===== src/rtl/tval_pkg.sv =====
package tval_pkg;

    localparam int CAUSE_W   = 4;
    localparam int INSN_W    = 32;
    localparam int HALF_W    = 16;
    localparam int NUM_SLOTS = 2;
    localparam int SLOT_M    = 0;
    localparam int SLOT_S    = 1;

    // Where the recorded word comes from
    typedef enum logic [1:0] {
        SRC_ZERO = 2'd0,
        SRC_ADDR = 2'd1,
        SRC_PC   = 2'd2,
        SRC_INSN = 2'd3
    } src_e;

    // Decoded instruction length class
    typedef enum logic [1:0] {
        LEN_HALF = 2'd0,
        LEN_WORD = 2'd1,
        LEN_LONG = 2'd2
    } len_e;

    typedef struct packed {
        logic  commit;
        logic  to_super;
        src_e  src;
    } trap_ctl_t;

    function automatic src_e cause_to_src(input logic [CAUSE_W-1:0] cause);
        src_e s;
        case (cause)
            4'd0, 4'd1, 4'd4, 4'd5, 4'd6, 4'd7: s = SRC_ADDR;
            4'd2:                                s = SRC_INSN;
            4'd3:                                s = SRC_PC;
            default:                             s = SRC_ZERO;
        endcase
        return s;
    endfunction

    function automatic len_e decode_len(input logic [4:0] low, input logic c_on);
        len_e l;
        if (low[1:0] != 2'b11)
            l = c_on ? LEN_HALF : LEN_WORD;
        else if (low[4:2] != 3'b111)
            l = LEN_WORD;
        else
            l = LEN_LONG;
        return l;
    endfunction

endpackage


===== src/rtl/tval_len_decode.sv =====
module tval_len_decode
    import tval_pkg::*;
(
    input  logic [4:0] low_bits,
    input  logic       c_on,
    output len_e       len
);
    always_comb len = decode_len(low_bits, c_on);
endmodule


===== src/rtl/tval_value_sel.sv =====
module tval_value_sel
    import tval_pkg::*;
#(
    parameter int XLEN = 64
) (
    input  src_e              src,
    input  len_e              len,
    input  logic [XLEN-1:0]   addr,
    input  logic [XLEN-1:0]   pc,
    input  logic [INSN_W-1:0] insn,
    output logic [XLEN-1:0]   value
);
    localparam int KEEP_W = (INSN_W < XLEN) ? INSN_W : XLEN;

    logic [XLEN-1:0] insn_half;
    logic [XLEN-1:0] insn_word;

    always_comb begin
        insn_half              = '0;
        insn_half[HALF_W-1:0]  = insn[HALF_W-1:0];
        insn_word              = '0;
        insn_word[KEEP_W-1:0]  = insn[KEEP_W-1:0];
    end

    always_comb begin
        value = '0;
        case (src)
            SRC_ADDR: value = addr;
            SRC_PC:   value = pc;
            SRC_INSN: begin
                case (len)
                    LEN_HALF: value = insn_half;
                    LEN_WORD: value = insn_word;
                    default:  value = '0;
                endcase
            end
            default:  value = '0;
        endcase
    end
endmodule


===== src/rtl/tval_slot.sv =====
module tval_slot #(
    parameter int XLEN = 64
) (
    input  logic            clk,
    input  logic            rst,
    input  logic            trap_we,
    input  logic [XLEN-1:0] trap_val,
    input  logic            sw_we,
    input  logic [XLEN-1:0] sw_val,
    output logic [XLEN-1:0] q
);
    always_ff @(posedge clk) begin
        if (rst)
            q <= '0;
        else if (trap_we)
            q <= trap_val;
        else if (sw_we)
            q <= sw_val;
    end
endmodule


===== src/rtl/tval_capture.sv =====
module tval_capture
    import tval_pkg::*;
#(
    parameter int XLEN = 64
) (
    input  logic                clk,
    input  logic                rst,
    input  logic                trap_commit,
    input  logic [CAUSE_W-1:0]  trap_cause,
    input  logic                trap_to_super,
    input  logic [XLEN-1:0]     fault_addr,
    input  logic [XLEN-1:0]     fault_pc,
    input  logic [INSN_W-1:0]   fetch_bits,
    input  logic                compressed_en,
    input  logic                csr_we,
    input  logic                csr_sel,
    input  logic [XLEN-1:0]     csr_wdata,
    output logic [XLEN-1:0]     mtval_q,
    output logic [XLEN-1:0]     stval_q
);
    trap_ctl_t       ctl;
    len_e            len;
    logic [XLEN-1:0] new_val;
    logic [XLEN-1:0] slot_q [NUM_SLOTS];

    always_comb begin
        ctl.commit   = trap_commit;
        ctl.to_super = trap_to_super;
        ctl.src      = cause_to_src(trap_cause);
    end

    tval_len_decode u_len (
        .low_bits (fetch_bits[4:0]),
        .c_on     (compressed_en),
        .len      (len)
    );

    tval_value_sel #(.XLEN(XLEN)) u_sel (
        .src   (ctl.src),
        .len   (len),
        .addr  (fault_addr),
        .pc    (fault_pc),
        .insn  (fetch_bits),
        .value (new_val)
    );

    for (genvar i = 0; i < NUM_SLOTS; i++) begin : g_slot
        logic hit_trap;
        logic hit_sw;
        always_comb begin
            hit_trap = ctl.commit & (ctl.to_super == (i == SLOT_S));
            hit_sw   = csr_we & (csr_sel == (i == SLOT_S));
        end
        tval_slot #(.XLEN(XLEN)) u_slot (
            .clk      (clk),
            .rst      (rst),
            .trap_we  (hit_trap),
            .trap_val (new_val),
            .sw_we    (hit_sw),
            .sw_val   (csr_wdata),
            .q        (slot_q[i])
        );
    end

    assign mtval_q = slot_q[SLOT_M];
    assign stval_q = slot_q[SLOT_S];
endmodule


===== config.mk =====
export PLATFORM = sky130hd
export DESIGN_NAME = tval_capture
export DESIGN_NICKNAME = d
export VERILOG_FILES = /design/src/rtl/tval_pkg.sv /design/src/rtl/tval_len_decode.sv /design/src/rtl/tval_value_sel.sv /design/src/rtl/tval_slot.sv /design/src/rtl/tval_capture.sv
export SDC_FILE = /design/constraint.sdc
export NUM_CORES = 1
export LEC_CHECK = 0
export BUFFER_PORTS_ARGS = -buffer_cell sky130_fd_sc_hd__buf_2
export CAP_MARGIN = 40
export CORE_AREA = 2 2 139 141
export CTS_BUF_LIST = sky130_fd_sc_hd__clkbuf_4 sky130_fd_sc_hd__clkbuf_8 sky130_fd_sc_hd__clkbuf_16
export DETAILED_ROUTE_END_ITERATION = 7
export DIE_AREA = 0 0 141 143
export PLACE_DENSITY_LB_ADDON = 0.3
export SLEW_MARGIN = 20
export SYNTH_ARGS = -nofsm -noshare
export SYNTH_HDL_FRONTEND = slang
export SYNTH_SLANG_ARGS = --single-unit

===== constraint.sdc =====
create_clock -name clk -period 1.6 [get_ports clk]
set_clock_uncertainty 0.1 [all_clocks]
set_input_delay 0.16 -clock clk [delete_from_list [all_inputs] [get_ports clk]]
set_output_delay 0.16 -clock clk [all_outputs]
set_load 0.005 [all_outputs]

==> results.yml <==
run_status:
  outcome: "complete, no violations"
drt:
  viasPerCell: 5.74
  first_iter_violations: 552
  drc: 0
  wl_per_cell_um: 19.7
  final_antenna_net_count: 0
  vias: 7943
  finalWirelength_mm: 27.3
  firstDrtPassIters: 5
worst_hold_path:
  whs_path_depth: 3
  hp-start: "csr_wdata[50]"
  hold_path.class: "in -> reg"
  min_to: "g_slot[0].u_slot.q[50]$_SDFFE_PP0P_"
die:
  die_y_um: 143
  placementRows: 50
  io_pins: 363
  start_util_pct: 36.2
  dieArea_um2: 20200
  die_x_um: 141
  coreArea_um2: 18600
global_routing:
  grt_max_degree: 61
  grt_pass1_wl_mm: 42.0
  met3_usage_pct: 5.37
  grtUsageMet2_pct: 42.4
  grt_use_total_pct: 26.2
  use_met1_pct: 34.5
  top_usage_layer: "met2"
  overflow: 0
  antenna_found_initial: 3
  grt_pass1_vias: 7659
sta:
  fmaxAchievable_mhz: 718
  min_period_ns: 1.39
  setup_viol: 0
  worst_slew_pin_slew_ns: 0.412
  fin_crit_sh_pct: 87.1
  setup_ws_ns: 0.207
  rsz0062_at_grt: "no"
  hold_viol_final: 0
  drv_slew: 0
  slew_headroom_pct: 72.5
place:
  gp_congestion: 0.904
  numPortBuffers: 362
  post-place-ws_ns: -0.209
  dpl.hpwl_mm: 19.5
  placed_cells: 1317
layout:
  top_register: "g_slot.u_slot.q"
  syn_to_final_growth_pct: 47.8
  fin_cells: 1384
  reg_top3: "g_slot.u_slot.q (128)"
  mostFrequentLayoutCell: "buf_2"
  multiInputGateArea_um2: 3810
  seq_area_um2: 2560
  largest_reg_flops: 128
  fin_util_pct: 53.6
  final_net_count: 1372
  layout-drive-gt1-share_pct: 38.9
  mostFrequentLayoutCells: "buf_2 (361), a211oi_1 (188), dfxtp_1 (128), nor2b_1 (62), and3_1 (61)"
  n_fill_cell: 1754
cts:
  cts.sinks: 128
  h-tree-depth: 4
  post-cts-setup-buffers: 0
  clockBufferDepth: 2
  cts.clk_slew.worst_paths_ns: 0.06
  numCtsBuffers: 17
  root_buffer: "clkbuf_16"
  clk_latency_ns: 0.41
  cts_tree: "yes"
setup_path:
  worstPathMaxFanout: 16
  slowest_delay_ns: 0.55
  crit_type: "in -> reg"
  worst_setup_path_end_kind: "register"
  startpoint_type: "input port"
  critPathArrivalTime_ns: 1.61
  required_ns: 1.82
  path_cells: "buf_2 > or4b_4 > a221oi_4 > buf_12 > nand2_1 > a311oi_1"
  cpMaxStageDelayCell: "or4b_4"
  reg2reg_slack_ns: 0.57
  reg2reg_from: "g_slot[0].u_slot.q[29]$_SDFFE_PP0P_"
  r2r_cells: 3
  r2r_end: "g_slot[0].u_slot.q[29]$_SDFFE_PP0P_"
synthesis:
  syn_area_per_cell_um2: 8.68
  syn_area_um2: 6730
  yosysSeqAreaShare_pct: 38.1
  syn-instance-count: 776
  synth-seq-cells: 128
  yosys_warnings: 0
  ys_types: 32
  syn_nets: 1011
power_and_ir_drop:
  p_leak_nw: 4.52
  powerDensity_nw_per_um2: 942
  peakVddDrop_v: 0.000664
  finalPower_mw: 9.37
run:
  max_cap_violations: 0
## per-layer routing
metal  vias up  routed length [um]
met2       358               13100
li1       3776                   -
met4         0                 680
met1      3759               11800
met3        50                1740
met5         -                   0
## stage by stage
stage,setup TNS [ns],area [um^2],hold WS (ns)
floorplan,-3.10,6730,0.230
global placement,-8.28,9010,0.337
detailed placement,-10.20,9010,0.354
CTS,0,9950,0.0101
global route,0,9950,0.0321
finish,0,9950,0.0298
## cells in the mapped netlist
cell / instances / area [um^2]
or2_2: 1 / 6.26
o22ai_1: 2 / 12.5
buf_2: 4 / 20.0
nand4_1: 1 / 6.26
buf_6: 3 / 33.8
nor2b_1: 65 / 407
dfxtp_1: 128 / 2560
a21oi_1: 2 / 10.0
o31ai_1: 1 / 7.51
and4_1: 1 / 8.76
a311oi_1: 56 / 490
and2_1: 1 / 6.26
a222oi_1: 2 / 20.0
nor2_1: 4 / 15.0
o32ai_1: 3 / 26.3
nand2_1: 60 / 225
a211o_1: 1 / 8.76
nand3_1: 28 / 140
clkbuf_1: 87 / 327
nand2b_1: 1 / 6.26
nor3b_2: 1 / 12.5
buf_1: 4 / 15.0
a22oi_1: 32 / 240
mux2i_1: 6 / 60.1
a221oi_4: 1 / 26.3
or3b_2: 1 / 8.76
a221oi_1: 1 / 8.76
or3_1: 1 / 6.26
or4b_4: 1 / 13.8
and3_1: 61 / 382
a211oi_1: 188 / 1410
a21o_1: 28 / 210
## where the power goes
part	internal [mW]	total, mW	switching [mW]
Sequential	3.43	3.55	0.120
Clock	2.46	3.92	1.46
Combinational	0.929	1.90	0.972
## worst max-delay path by stage
stage	startpoint	end	slack, ns	depth (start not counted)
after global placement	trap_cause[2]	g_slot[0].u_slot.q[26]$_SDFFE_PP0P_	-0.15	6
after detailed placement	trap_cause[2]	g_slot[0].u_slot.q[26]$_SDFFE_PP0P_	-0.21	6
after global routing	trap_cause[2]	g_slot[0].u_slot.q[24]$_SDFFE_PP0P_	0.08	6
after CTS	trap_cause[2]	g_slot[0].u_slot.q[29]$_SDFFE_PP0P_	0.25	6
after floorplan	trap_cause[3]	g_slot[0].u_slot.q[10]$_SDFFE_PP0P_	-0.1	6
final	trap_cause[2]	g_slot[0].u_slot.q[20]$_SDFFE_PP0P_	0.21	6
## worst max-delay path, delay by kind of cell
kind | cells | cell delay, ns
buffers and inverters | 2 | 0.30
AND/OR/NAND/NOR | 2 | 0.63
AO/OA/AOI/OAI | 2 | 0.52
## final cells by class
| type | count | share of cell area [%] |
|---|---|---|
| antenna | 2 | 0.0503 |
| timing repair buffer | 440 | 27.1 |
| sequential | 128 | 25.8 |
| clock buffer | 19 | 4.43 |
| multi-input combinational | 550 | 38.3 |
| tap | 234 | 2.94 |
| clock inverter | 11 | 1.43 |
## cell families (layout without fill, tap and decap cells)
kind of cell	Yosys count	in the layout	share of synthesized area, %
other cells	0	2	0
compound gates	317	317	36.7
mux	6	6	0.892
buf+inv	98	470	5.87
simple gates	227	227	18.5
flops	128	128	38.1
## timing repair
item                      4_1_cts  5_1_grt
resized for setup               0        0
hold buffers                   35        0
hold endpoints to repair       56        0
Power figures use the tool's default switching activity.
